===== config.mk =====
export PLATFORM = sky130hd
export DESIGN_NAME = irq_chain_ctrl
export DESIGN_NICKNAME = d
export VERILOG_FILES = /design/src/rtl/irq_chain_pkg.sv /design/src/rtl/irq_src_edge.sv /design/src/rtl/irq_type_cell.sv /design/src/rtl/irq_vec_gen.sv /design/src/rtl/irq_chain_ctrl.sv
export SDC_FILE = /design/constraint.sdc
export NUM_CORES = 1
export LEC_CHECK = 0
export CAP_MARGIN = 20
export CORE_MARGIN = 3
export CORE_UTILIZATION = 48
export DETAILED_ROUTE_END_ITERATION = 7
export GPL_ROUTABILITY_DRIVEN = 1
export GPL_TIMING_DRIVEN = 0
export PLACE_DENSITY_LB_ADDON = 0.08
export REMOVE_ABC_BUFFERS = 1
export SLEW_MARGIN = 0
export SYNTH_ARGS = -nofsm -noshare
export SYNTH_HDL_FRONTEND = slang
export SYNTH_SLANG_ARGS = --single-unit

===== constraint.sdc =====
create_clock -name clk -period 2.6 [get_ports clk]
set_input_delay 0.78 -clock clk [delete_from_list [all_inputs] [get_ports clk]]
set_output_delay 0.78 -clock clk [all_outputs]
set_load 0.01 [all_outputs]

===== src/rtl/irq_chain_pkg.sv =====
package irq_chain_pkg;

    typedef enum logic [3:0] {
        CMD_NOP     = 4'h0,
        CMD_CLR_IP  = 4'h1,
        CMD_RST_IUS = 4'h2
    } chain_cmd_e;

    typedef struct packed {
        logic mie;
        logic vis;
    } chain_ctl_t;

    // index of the lowest set bit (highest priority); 0 when none set
    function automatic logic [7:0] first_set_idx(input logic [31:0] v);
        logic [7:0] idx;
        idx = 8'd0;
        for (int i = 31; i >= 0; i--) begin
            if (v[i]) idx = 8'(i);
        end
        return idx;
    endfunction

endpackage


===== src/rtl/irq_src_edge.sv =====
module irq_src_edge #(
    parameter int NT = 6,
    parameter int NS = 4,
    parameter int TW = 3
) (
    input  logic             clk,
    input  logic             rst,
    input  logic [NT*NS-1:0] src_stat,
    input  logic             arm_we,
    input  logic [TW-1:0]    arm_type,
    input  logic [NS-1:0]    arm_bits,
    output logic [NT-1:0]    type_evt
);
    logic [NT*NS-1:0] stat_q;
    logic [NT*NS-1:0] arm_q;

    always_ff @(posedge clk) begin
        if (rst) begin
            stat_q <= '0;
            arm_q  <= '0;
        end else begin
            stat_q <= src_stat;
            for (int i = 0; i < NT; i++) begin
                if (arm_we && arm_type == TW'(i))
                    arm_q[i*NS +: NS] <= arm_bits;
            end
        end
    end

    for (genvar g = 0; g < NT; g++) begin : g_type
        assign type_evt[g] = |(src_stat[g*NS +: NS] & ~stat_q[g*NS +: NS]
                              & arm_q[g*NS +: NS]);
    end
endmodule


===== src/rtl/irq_type_cell.sv =====
module irq_type_cell (
    input  logic clk,
    input  logic rst,
    input  logic set_ev,
    input  logic clr_ip,
    input  logic ie,
    input  logic mie,
    input  logic grant_in,
    input  logic ack,
    input  logic rst_ius,
    output logic req,
    output logic grant_out,
    output logic ip,
    output logic ius
);
    logic active;

    assign active    = ip & ie & mie;
    assign req       = active & grant_in & ~ius;
    assign grant_out = grant_in & ~ius & ~active;

    always_ff @(posedge clk) begin
        if (rst) begin
            ip  <= 1'b0;
            ius <= 1'b0;
        end else begin
            if (set_ev)
                ip <= 1'b1;
            else if (clr_ip || (ack && req))
                ip <= 1'b0;

            if (ack && req)
                ius <= 1'b1;
            else if (rst_ius)
                ius <= 1'b0;
        end
    end
endmodule


===== src/rtl/irq_vec_gen.sv =====
module irq_vec_gen
    import irq_chain_pkg::*;
#(
    parameter int NT    = 6,
    parameter int TW    = 3,
    parameter int VEC_W = 8
) (
    input  logic             clk,
    input  logic             rst,
    input  logic             ack,
    input  logic [NT-1:0]    req,
    input  logic             vis,
    input  logic [VEC_W-1:0] base,
    output logic [VEC_W-1:0] vec_out,
    output logic             vec_valid
);
    logic [7:0]       idx;
    logic [VEC_W-1:0] vec_d;
    logic             take;

    assign idx   = first_set_idx(32'(req));
    assign vec_d = vis ? {base[VEC_W-1:TW], idx[TW-1:0]} : base;
    assign take  = ack & (|req);

    always_ff @(posedge clk) begin
        if (rst) begin
            vec_out   <= '0;
            vec_valid <= 1'b0;
        end else begin
            vec_valid <= take;
            if (take) vec_out <= vec_d;
        end
    end
endmodule


===== src/rtl/irq_chain_ctrl.sv =====
module irq_chain_ctrl
    import irq_chain_pkg::*;
#(
    parameter int NT    = 6,
    parameter int NS    = 4,
    parameter int VEC_W = 8,
    localparam int TW   = $clog2(NT)
) (
    input  logic             clk,
    input  logic             rst,
    input  logic [NT*NS-1:0] src_stat,
    input  logic             arm_we,
    input  logic [TW-1:0]    arm_type,
    input  logic [NS-1:0]    arm_bits,
    input  logic             cfg_we,
    input  logic [NT-1:0]    cfg_ie,
    input  logic             cfg_mie,
    input  logic             cfg_vis,
    input  logic             cmd_we,
    input  logic [3:0]       cmd_code,
    input  logic [TW-1:0]    cmd_type,
    input  logic [VEC_W-1:0] vec_base,
    input  logic             chain_ein,
    input  logic             ack,
    output logic             irq_n,
    output logic             chain_eout,
    output logic [VEC_W-1:0] vec_out,
    output logic             vec_valid,
    output logic [NT-1:0]    pend,
    output logic [NT-1:0]    insvc
);
    chain_ctl_t    ctl_q;
    logic [NT-1:0] ie_q;
    logic [NT-1:0] type_evt;
    logic [NT-1:0] clr_vec;
    logic [NT-1:0] req;
    logic [NT:0]   grant_c;
    logic [NT-1:0] rst_c;
    chain_cmd_e    cmd_e;
    logic          rst_go;
    logic          mie_en;

    always_ff @(posedge clk) begin
        if (rst) begin
            ctl_q <= '0;
            ie_q  <= '0;
        end else if (cfg_we) begin
            ctl_q.mie <= cfg_mie;
            ctl_q.vis <= cfg_vis;
            ie_q      <= cfg_ie;
        end
    end

    assign mie_en = ctl_q.mie;
    assign cmd_e  = chain_cmd_e'(cmd_code);
    assign rst_go = cmd_we && (cmd_e == CMD_RST_IUS);

    irq_src_edge #(.NT(NT), .NS(NS), .TW(TW)) u_edge (
        .clk      (clk),
        .rst      (rst),
        .src_stat (src_stat),
        .arm_we   (arm_we),
        .arm_type (arm_type),
        .arm_bits (arm_bits),
        .type_evt (type_evt)
    );

    assign grant_c[0] = chain_ein;
    assign rst_c[0]   = rst_go;

    for (genvar g = 0; g < NT; g++) begin : g_cell
        assign clr_vec[g] = cmd_we && (cmd_e == CMD_CLR_IP) && (cmd_type == TW'(g));

        if (g < NT - 1) begin : g_rst_link
            assign rst_c[g+1] = rst_c[g] & ~insvc[g];
        end

        irq_type_cell u_cell (
            .clk       (clk),
            .rst       (rst),
            .set_ev    (type_evt[g]),
            .clr_ip    (clr_vec[g]),
            .ie        (ie_q[g]),
            .mie       (mie_en),
            .grant_in  (grant_c[g]),
            .ack       (ack),
            .rst_ius   (rst_c[g]),
            .req       (req[g]),
            .grant_out (grant_c[g+1]),
            .ip        (pend[g]),
            .ius       (insvc[g])
        );
    end

    assign chain_eout = grant_c[NT];
    assign irq_n      = ~(|req);

    irq_vec_gen #(.NT(NT), .TW(TW), .VEC_W(VEC_W)) u_vec (
        .clk       (clk),
        .rst       (rst),
        .ack       (ack),
        .req       (req),
        .vis       (ctl_q.vis),
        .base      (vec_base),
        .vec_out   (vec_out),
        .vec_valid (vec_valid)
    );
endmodule


==> results summary <==
The remaining design rule violation count is 0. The count of nets left with antenna violations after detail routing is 0. The number of detailed-routing iterations run before antenna repair is 4.

The wire length per cell after detailed routing is 14.5 µm. A synthesized cell averages 9.46 µm². The initial standard-cell utilization of the core is about half.

The power per cell area is 556 mW/mm². The worst IR drop on VDD is roughly 330 µV. In this run the critical register-to-register path is captured at u_vec.vec_out[0]. The sequential area share after synthesis is between 40 and 50%. The startpoint of the lowest-slack register-to-register path is g_cell[2].u_cell.ius. The global placer's final weighted congestion came out at just over 0.8. Yosys printed 0 warnings.

The setup-violating endpoint count in the final report came out at 0. The critical path is of the flop to primary output type. The die area is around 0.0077 mm². The initial antenna violation count came out at 0.

TritonCTS built the clock tree. STA classifies the critical path endpoint as a primary output. The wire length of the first global-routing pass came out at 11.5 mm. Entering global routing, the biggest net connects between 50 and 60 pins. The path class of the lowest-slack min-delay path is flop to flop. The worst hold path terminates at u_vec.vec_out[5]. For this design the top-level I/O count stands at between 80 and 90. The clock insertion delay at the later pin of the skew report is between 300 and 400 ps. The number of enable flip-flop cells after synthesis is 0. After layout, the minimum clock period comes to roughly 2500 ps. The synthesized-area fraction occupied by ao, oa, aoi and oai cells came out at a little under a tenth. After detailed routing, the total wire length is 7.16 mm. The count of different cell masters after synthesis came out at between 40 and 50. The post-route total power came out at 0.00237 W. Leaving out fill and tap cells, the most frequent cell in the layout is sky130_fd_sc_hd__clkdlybuf4s50_1. In this run the tightest slew margin relative to its limit is 54.8%.

The global router's overall resource usage came out at between 15 and 20%. The number of cells on the worst reg-to-reg path is 6. The setup slack after placement came out at -1030 ps. The post-synthesis cell area is between 0.003 and 0.004 mm².

The number of flip-flops and latches in the synthesized netlist is between 70 and 80. The floorplan has 29 rows. The post-detailed-route via-to-cell ratio is about 5.4. The biggest cell delay along the critical path is 420 ps. The critical path starts at g_cell[2].u_cell.ius.

The cell count of the worst hold path is 2. The cell count after synthesis came out at 339. The finished layout holds 492 standard cells, fillers aside. The clock transition at the registers of the reported paths came out at 70 ps. After synthesis, the share of flip-flops with an asynchronous set or reset is 0%. Buffers placed on the I/O ports in this run total between 80 and 90. The simple-gate area share of the yosys netlist came out at between 20% and 30%. The post-route netlist has slightly below 9% of its cells at a drive strength greater than 1. The smallest setup slack after layout is ~90 ps. In this run the clock root is driven by a sky130_fd_sc_hd__clkbuf_8.

The maximum count of clock buffers along a single path is 2. The area added between synthesis and finish is 32.6%. The worst hold path startpoint is u_vec.vec_out[5]. On the critical path the largest part of the delay comes from compound AO/OA/AOI/OAI gates.

The adder and majority cell fraction of the synthesized area is 0%. Across all hold checks on the routed design, the worst slack comes to between 400 and 500 ps. The via count came out at around 2600.

The clock drives 77 sinks. The vertical die dimension came out at approximately 88 µm. In the finished design, the share of the clock period the worst path needs comes to between 90 and 100%. For this design the static power due to leakage is around 1.6 nW. The number of DRC markers after the initial detailed-route iteration came out at about 100. Detailed placement ended at an HPWL of 5.21 mm. The combined buffer and inverter count along the critical path came out at 2. The maximum fanout along the worst path is 9. Among all flip-flop cells after synthesis, the most frequent one is sky130_fd_sc_hd__dfxtp_1.

The final standard cell utilization of the core is between 60% and 70%. The number of antenna diodes in the final layout is 0. The largest family of logic cells by synthesized area is simple AND/OR/NAND/NOR gates. For this design, the slowest cell found on the critical path is sky130_fd_sc_hd__dfxtp_2.

After floorplanning, the core was sized to cover ~0.0064 mm². For flop-to-flop paths, the worst setup slack is between 700 and 800 ps. Setup repair after global routing left no endpoint under its margin.

The library cells used most frequently in the layout, excluding fill and tap cells, are sky130_fd_sc_hd__clkdlybuf4s50_1, sky130_fd_sc_hd__dfxtp_1, sky130_fd_sc_hd__nor2_1, sky130_fd_sc_hd__mux2i_1, sky130_fd_sc_hd__nor2b_1. For the worst setup path, the data required time is between 1500 and 2000 ps. The via count of the first global-routing pass is around 2400. TritonCTS created 9 clock buffers. Data on the critical path arrives at its endpoint at between 1500 and 2000 ps. The hold violation count in the final report is 0.

The final net count came out at 472. Summing the areas of all xor and xnor instances in the mapped netlist gives 0% of the synthesized area. The fmax came out at about 400 MHz. The number of H-tree levels is 3. The count of max-cap constraint violations is 0. The cell depth of the worst setup path came out at 5.

The number of placed instances, taps included, is ~470. The slew at the pin closest to its max-slew limit came out at between 600 and 700 ps. The residual overflow from global routing came out at 0. The overall die width came out at between 80 and 90 µm. The worst setup path is launched from a flop. The count of final max-slew check failures came out at 0.

The multiplexer area fraction after synthesis is under 10%. Traced cell by cell, the critical path runs through and3b_1 > o31a_1 > a211o_4 > clkinv_4 > buf_6. Between clock sinks in the finished design, the worst skew comes to just over 6 ps. The flow ran to the end, and the final reports show no timing, DRC or antenna violations.
## routing by layer
layer  vias to the layer above  global-route usage, %  share of wire [%]
li1                       1329                      -                  -
met5                         -                      0                  0
met4                         0                   9.90                2.0
met2                        87                   31.0                 47
met1                      1213                   24.6                 45
met3                        14                   3.57                6.2
## through the flow
stage	cell area, µm²	TNS [ps]
after floorplan	3050	0
after global placement	3980	-67420
after detailed placement	4000	-3400
after CTS	4230	0
after global routing	4250	0
final	4250	0
## kinds of logic after synthesis
family,count (synthesis)
and+or+nand+nor,148
DFF,77
AOI/OAI and AO/OA,46
buffers and inverters,36
muxes,32
## registers in the layout, indices dropped and copies added, names as in the netlist
signal,count
ctl_q,1
u_edge.arm_q,24
u_vec.vec_valid,1
g_cell.u_cell.ius,6
ie_q,6
u_vec.vec_out,8
u_edge.stat_q,24
g_cell.u_cell.ip,6
mie_en,1
## worst max path at each step
| stage | to | slack, ps |
|---|---|---|
| finish | irq_n | 90 |
| global route | irq_n | 10 |
| CTS | irq_n | 4 |
| detailed placement | irq_n | -1030 |
| global placement | irq_n | -1040 |
| floorplan | irq_n | 170 |
## synth_stat cells (10+ instances only)
cell | number | area share, %
sky130_fd_sc_hd__dfxtp_1 | 77 | 48
sky130_fd_sc_hd__nor2_1 | 41 | 4.8
sky130_fd_sc_hd__mux2i_1 | 32 | 10
sky130_fd_sc_hd__nor2b_1 | 27 | 5.3
sky130_fd_sc_hd__nand3b_1 | 21 | 4.9
sky130_fd_sc_hd__nand3_1 | 15 | 2.3
sky130_fd_sc_hd__a21oi_1 | 13 | 2.0
sky130_fd_sc_hd__buf_4 | 12 | 2.8
sky130_fd_sc_hd__clkbuf_1 | 12 | 1.4
sky130_fd_sc_hd__nand2_1 | 10 | 1.2
## cell type report
cell class	count	area, µm²
Clock buffer	11	151
Clock inverter	4	47.5
Fill cell	566	2170
Inverter	9	38.8
Multi-Input combinational cell	226	1510
Sequential cell	77	1540
Tap cell	77	96.3
Timing Repair Buffer	88	867
## where the power goes
group	switching (W)	internal (W)	leakage, nW	total, W
registers	0.0000224	0.00122	0.631	0.00124
clock network	0.000402	0.000487	0.101	0.000888
logic	0.0000954	0.000141	0.879	0.000236
total	0.000519	0.00185	1.61	0.00237
## worst register-to-register path, cell delays in order, from the launching register on
cell and delay, ps:
sky130_fd_sc_hd__dfxtp_2 420, sky130_fd_sc_hd__and3b_1 230, sky130_fd_sc_hd__o31a_1 310, sky130_fd_sc_hd__a211o_4 290
sky130_fd_sc_hd__buf_4 180, sky130_fd_sc_hd__a21o_1 170, sky130_fd_sc_hd__and3b_1 160
## timing repair
action,CTS,global route
pin swaps,2,0
cloned,0,0
buffers inserted,3,1
setup endpoints to repair,2,2
resized for setup,16,4
hold buffers,0,0
Note: power is estimated with default switching activity, not from simulation.
